$ cat config.mk
export PLATFORM = sky130hd
export DESIGN_NAME = blk_lock_fsm
export DESIGN_NICKNAME = d
export VERILOG_FILES = /design/src/rtl/blk_lock_pkg.sv /design/src/rtl/hdr_classify.sv /design/src/rtl/win_counter.sv /design/src/rtl/blk_lock_fsm.sv
export SDC_FILE = /design/constraint.sdc
export NUM_CORES = 1
export LEC_CHECK = 0
export CORE_MARGIN = 3
export CORE_UTILIZATION = 35
export CTS_BUF_LIST = sky130_fd_sc_hd__clkbuf_4 sky130_fd_sc_hd__clkbuf_8
export CTS_CLUSTER_DIAMETER = 120
export DETAILED_ROUTE_END_ITERATION = 6
export HOLD_SLACK_MARGIN = 0.08
export MAX_ROUTING_LAYER = met4
export PLACE_DENSITY = 0.65
export SYNTH_ARGS = -nofsm -noshare
export SYNTH_HDL_FRONTEND = slang
export SYNTH_SLANG_ARGS = --single-unit
$ cat constraint.sdc
create_clock -name clk -period 3.7 [get_ports clk]
set_clock_uncertainty 0.2 [all_clocks]
set_input_delay 0.555 -clock clk [delete_from_list [all_inputs] [get_ports clk]]
set_output_delay 0.555 -clock clk [all_outputs]
set_load 0.03 [all_outputs]
$ cat src/rtl/blk_lock_pkg.sv
package blk_lock_pkg;

    typedef enum logic [1:0] {
        ST_HUNT   = 2'd0,
        ST_LOCKED = 2'd1,
        ST_SKIP   = 2'd2
    } lock_st_e;

    typedef struct packed {
        lock_st_e st;
        logic     slip;
    } lock_reg_t;

endpackage

$ cat src/rtl/hdr_classify.sv
module hdr_classify #(
    parameter int HDR_W = 2
) (
    input  logic [HDR_W-1:0] hdr,
    output logic             hdr_ok
);
    // A framing header is good only when its bits differ.
    always_comb begin
        hdr_ok = 1'b0;
        for (int i = 1; i < HDR_W; i++) begin
            if (hdr[i] != hdr[0]) hdr_ok = 1'b1;
        end
    end
endmodule

$ cat src/rtl/win_counter.sv
module win_counter #(
    parameter int WIN_BLKS = 64,
    parameter int BAD_LIM  = 16
) (
    input  logic clk,
    input  logic rst_n,
    input  logic clr,
    input  logic inc,
    input  logic bad,
    output logic win_last,
    output logic bad_last
);
    localparam int BLK_W = (WIN_BLKS > 1) ? $clog2(WIN_BLKS) : 1;
    localparam int BAD_W = (BAD_LIM > 1) ? $clog2(BAD_LIM) : 1;
    localparam logic [BLK_W-1:0] BLK_END = BLK_W'(WIN_BLKS - 1);
    localparam logic [BAD_W-1:0] BAD_END = BAD_W'(BAD_LIM - 1);

    logic [BLK_W-1:0] blk_cnt_d, blk_cnt_q;
    logic [BAD_W-1:0] bad_cnt_d, bad_cnt_q;

    always_comb begin
        blk_cnt_d = blk_cnt_q;
        bad_cnt_d = bad_cnt_q;
        if (clr) begin
            blk_cnt_d = '0;
            bad_cnt_d = '0;
        end else if (inc) begin
            blk_cnt_d = blk_cnt_q + 1'b1;
            if (bad) bad_cnt_d = bad_cnt_q + 1'b1;
        end
    end

    always_ff @(posedge clk) begin
        if (!rst_n) begin
            blk_cnt_q <= '0;
            bad_cnt_q <= '0;
        end else begin
            blk_cnt_q <= blk_cnt_d;
            bad_cnt_q <= bad_cnt_d;
        end
    end

    assign win_last = (blk_cnt_q == BLK_END);
    assign bad_last = (bad_cnt_q == BAD_END);
endmodule

$ cat src/rtl/blk_lock_fsm.sv
module blk_lock_fsm
    import blk_lock_pkg::*;
#(
    parameter int WIN_BLKS = 64,
    parameter int BAD_LIM  = 16
) (
    input  logic       clk,
    input  logic       rst_n,
    input  logic       sig_ok,
    input  logic       blk_vld,
    input  logic [1:0] hdr,
    output logic       block_lock,
    output logic       slip
);
    lock_reg_t r_d, r_q;
    logic hdr_ok, win_last, bad_last, cnt_clr, cnt_inc;

    hdr_classify #(.HDR_W(2)) cls_i (
        .hdr    (hdr),
        .hdr_ok (hdr_ok)
    );

    win_counter #(.WIN_BLKS(WIN_BLKS), .BAD_LIM(BAD_LIM)) cnt_i (
        .clk      (clk),
        .rst_n    (rst_n),
        .clr      (cnt_clr),
        .inc      (cnt_inc),
        .bad      (!hdr_ok),
        .win_last (win_last),
        .bad_last (bad_last)
    );

    always_comb begin
        r_d      = r_q;
        r_d.slip = 1'b0;
        cnt_clr  = 1'b0;
        cnt_inc  = 1'b0;
        if (!sig_ok) begin
            r_d.st  = ST_HUNT;
            cnt_clr = 1'b1;
        end else if (blk_vld) begin
            unique case (r_q.st)
                ST_SKIP: begin
                    // block still framed at the old offset: drop it
                    r_d.st = ST_HUNT;
                end
                ST_HUNT: begin
                    cnt_inc = 1'b1;
                    if (!hdr_ok) begin
                        r_d.st   = ST_SKIP;
                        r_d.slip = 1'b1;
                        cnt_clr  = 1'b1;
                    end else if (win_last) begin
                        r_d.st  = ST_LOCKED;
                        cnt_clr = 1'b1;
                    end
                end
                ST_LOCKED: begin
                    cnt_inc = 1'b1;
                    if (!hdr_ok && bad_last) begin
                        r_d.st   = ST_SKIP;
                        r_d.slip = 1'b1;
                        cnt_clr  = 1'b1;
                    end else if (win_last) begin
                        cnt_clr = 1'b1;
                    end
                end
                default: begin
                    r_d.st  = ST_HUNT;
                    cnt_clr = 1'b1;
                end
            endcase
        end
    end

    always_ff @(posedge clk) begin
        if (!rst_n) begin
            r_q <= '{st: ST_HUNT, slip: 1'b0};
        end else begin
            r_q <= r_d;
        end
    end

    assign block_lock = (r_q.st == ST_LOCKED);
    assign slip       = r_q.slip;

    AST_NO_LOCK_WO_SIG: assert property (@(posedge clk) disable iff (!rst_n)
        !sig_ok |=> (!block_lock && !slip));
    AST_LOCK_AFTER_GOOD: assert property (@(posedge clk) disable iff (!rst_n)
        $rose(block_lock) |-> $past(sig_ok && blk_vld && hdr_ok));
    AST_SLIP_AFTER_BAD: assert property (@(posedge clk) disable iff (!rst_n)
        slip |-> $past(blk_vld && !hdr_ok));
    AST_UNLOCK_SLIPS: assert property (@(posedge clk) disable iff (!rst_n)
        ($fell(block_lock) && $past(sig_ok)) |-> slip);
    AST_SLIP_PULSE: assert property (@(posedge clk) disable iff (!rst_n)
        slip |=> !slip);
    AST_IDLE_HOLD: assert property (@(posedge clk) disable iff (!rst_n)
        (sig_ok && !blk_vld) |=> ($stable(block_lock) && !slip));
endmodule

==> results.txt <==
----------------------------------------------------
[Clocking]
  TritonCTS clock tree ... done
  Number of H-tree levels ... 1
  Number of buffers inserted during clock tree synthesis ... 3
  Post-CTS Hold Buffers ... 0
  Buffer type at the clock tree root ... clkbuf_4
  Clock insertion delay at the later pin of the skew report ... 0.27 ns
  Number of gates resized after CTS ... 0
  CTS sink cnt ... 13
  Worst-case clock buffer depth ... 2
  Clock transition at the registers of the reported paths ... 0.08 ns
  # Post-CTS Setup Buffers ... 0

[Place]
  Placed cell count ... 100
  Final HPWL from detailed placement ... 806 microns
  Port Buf Inserts ... 7
  Weighted congestion reported at the end of routability-driven placement ... 0.690
  Standard cell area after detailed placement ... 723 sq um

[Power and ir drop]
  P per Cell Area ... 355 nW/um^2
  Share of power burned in combinational logic ... 0.118
  Worst IR Drop VDD ... 0.175 mV
  Switching part of the total power ... 0.230
  Clock group share of total power ... 0.342
  Switching Power ... 61.4 uW
  Flop pwr share ... 0.540
  Internal power ... 206 uW
  Leak pwr ... 0.249 nW

[Floorplan]
  I/O pin total ... 8
  Placeable Area ... 1610 sq um
  Full die area ... 2360 sq um
  Horizontal die dimension ... 48.6 microns
  Die span in y ... 48.6 microns
  Initial core utilization ... 0.394
  Floorplan row count ... 14

[Logic synthesis]
  Count leader, synth ... dfxtp_1
  Cell type with the highest aggregate area in the netlist ... dfxtp_1
  Area share of the largest cell type after synthesis ... 0.410
  Post-Synthesis Cells ... 70
  Synthesized area per cell ... 9.06 sq um
  Proportion of synthesized chip area in sequential cells ... 0.410
  Post-synthesis sequential element count ... 13
  Count of cell types in the netlist ... 25
  Count of flip-flops with a built-in enable after synthesis ... 0
  Biggest area contributors in the synthesized netlist ... dfxtp_1, xnor2_1, nor2_1
  Nets in the synthesized netlist ... 78
  Cell types with the highest counts after synthesis ... dfxtp_1, nor2_1, nand2_1, xnor2_1, nand3_1
  Share of synthesized flip-flops with an asynchronous set or reset ... 0
  Flip-flop cell with the highest count after synthesis ... dfxtp_1
  Area of the mapped netlist ... 634 sq um
  Warning count from the yosys run ... 0

[Detailed routing]
  WL per Instance ... 10.3 microns
  Via-per-instance ratio ... 4.78
  Post-route DRC ... 0
  First drt pass iteration count ... 4
  Count of vias placed by the detailed router ... 497
  Iteration-0 DRC Markers ... 3
  Post-detailed-route count of antenna-violating nets ... 0
  Final Routed Wirelength ... 1070 microns

[Setup path]
  Worst setup path category ... register to primary output
  Launching element type of the critical path ... register
  Launch point of the worst reg-to-reg path ... cnt_i.bad_cnt_q[0]
  R2R Setup Slk ... 1.97 ns
  Type of element capturing the critical path ... primary output
  Worst Reg-to-Reg Cells ... 5
  Endpoint of the worst-slack reg-to-reg timing path ... cnt_i.blk_cnt_q[0]
  Data required, critical path ... 2.94 ns
  Critical path data arrival time ... 1.49 ns
  CP Max Fanout ... 4

[Worst hold path]
  End point of the most critical hold path ... cnt_i.blk_cnt_q[1]
  Hold Path Stages ... 2
  Min-delay src ... cnt_i.blk_cnt_q[1]
  Path class of the lowest-slack min-delay path ... register to register

[Timing]
  Post-layout minimum cycle time ... 2.25 ns
  Fin crit share ... 0.607
  Worst rel slew slack ... 0.690
  # setup viols final ... 0
  RSZ-0062 raised after global routing ... no
  Total negative slack for setup checks ... 0 ns
  Final slew viol count ... 0
  Tightest Pin Transition ... 0.464 ns
  Peak clock frequency supported by timing ... 0.445 GHz
  Final number of hold-violating endpoints ... 0

[Global routing]
  Initial antenna violation count ... 0
  Maximum number of pins on one net before global-route repair ... 11
  First-pass GRT wire length ... 1890 microns
  Global-route usage over all layers ... 0.105
  Via count of the first global-routing pass ... 447
  Aggregate global routing overflow ... 0

[Finish]
  Area delta synth->final ... 18.7%
  Utilization after layout ... 0.467
  Fraction of layout cells with a size suffix above 1 ... 0.100
  Antenna fix cells ... 0
  Number of nets in the final layout ... 89
  Final cell area excluding filler cells ... 753 sq um
  Number of standard cells in the final layout excluding fillers ... 104

[Run]
  Maximum Capacitance Violations ... 0

[Status]
  Status ... complete, no violations

----------------------------------------------------
-- layer usage --
layer  wire [microns]  up-vias  part of all wire  track usage
met2              486        9              0.45        0.142
li1                 -      259                 -            -
met3               37        2             0.035       0.0184
met4               15        0             0.014       0.0711
met5                0        -                 0            -
met1              531      227              0.50        0.140
-- sequential cells by signal (all words and copies together), names as in the netlist --
signal	cells
cnt_i.blk_cnt_q	6
slip	1
cnt_i.bad_cnt_q	4
r_q	2
-- layout make-up --
cell class / instances / area, sq um
Tap cell: 24 / 30.0
Timing Repair Buffer: 7 / 70.1
Inverter: 1 / 3.75
Clock buffer: 4 / 30.0
Multi-Input combinational cell: 55 / 359
Fill cell: 174 / 858
Sequential cell: 13 / 260
-- cell families after synthesis --
| family | count (synthesis) | share of synthesized area |
|---|---|---|
| and+or+nand+nor | 34 | 0.266 |
| DFF | 13 | 0.410 |
| buffers and inverters | 2 | 0.0237 |
| AOI/OAI and AO/OA | 10 | 0.124 |
| adders and majority gates | 2 | 0.0394 |
| xor gates and xnor gates | 9 | 0.136 |
-- worst max-delay path by stage --
stage	startpoint	to	slack, ns	cells after the start
floorplan	hdr[0]	cnt_i.bad_cnt_q[1]	1.99	5
global placement	hdr[0]	cnt_i.blk_cnt_q[1]	1.34	5
detailed placement	hdr[0]	cnt_i.bad_cnt_q[1]	1.29	5
CTS	r_q[1]	block_lock	1.44	2
global route	r_q[2]	block_lock	1.36	2
finish	r_q[1]	block_lock	1.45	2
-- stage by stage --
step | setup WS (ns) | hold slack [ns] | total power [mW]
after floorplan | 1.99 | 0.265 | 0.169
after global placement | 1.34 | 0.285 | 0.179
after detailed placement | 1.29 | 0.286 | 0.179
after CTS | 1.44 | 0.298 | 0.273
after global routing | 1.36 | 0.324 | 0.283
final | 1.45 | 0.301 | 0.267
-- power by group through the flow --
stage	logic (mW)	clock network, mW	registers [mW]
floorplan	0.0206	0	0.148
global placement	0.0311	0	0.148
detailed placement	0.0315	0	0.148
CTS	0.0317	0.0967	0.144
global route	0.0349	0.103	0.145
finish	0.0315	0.0913	0.144
-- critical path, cell delays in order, from the launching register on --
cell and delay, ns:
dfxtp_1 0.38, nor2b_1 0.15, clkdlybuf4s50_1 0.69
-- cells in the final DEF, fill, tap and decap left out --
| cell | Yosys | routed |
|---|---|---|
| dfxtp_1 | 13 | 13 |
| nor2_1 | 11 | 11 |
| nand2_1 | 7 | 7 |
| clkdlybuf4s50_1 | 0 | 7 |
| xnor2_1 | 6 | 6 |
| nand3_1 | 4 | 4 |
| clkbuf_4 | 0 | 4 |
| a21oi_2 | 3 | 3 |
| nor3_1 | 3 | 3 |
| nand2b_1 | 2 | 2 |
| nand3b_1 | 2 | 2 |
| o21ai_0 | 2 | 2 |
| xor2_1 | 2 | 2 |
| ha_1 | 2 | 2 |
| nor2b_1 | 1 | 1 |
| xor2_2 | 1 | 1 |
| a21o_1 | 1 | 1 |
| o41a_1 | 1 | 1 |
| inv_1 | 1 | 1 |
| a21oi_1 | 1 | 1 |
| nor4bb_1 | 1 | 1 |
| and3b_1 | 1 | 1 |
| nand4_1 | 1 | 1 |
| or2b_1 | 1 | 1 |
| o21a_1 | 1 | 1 |
| o2111a_1 | 1 | 1 |
Power figures use the tool's default switching activity.
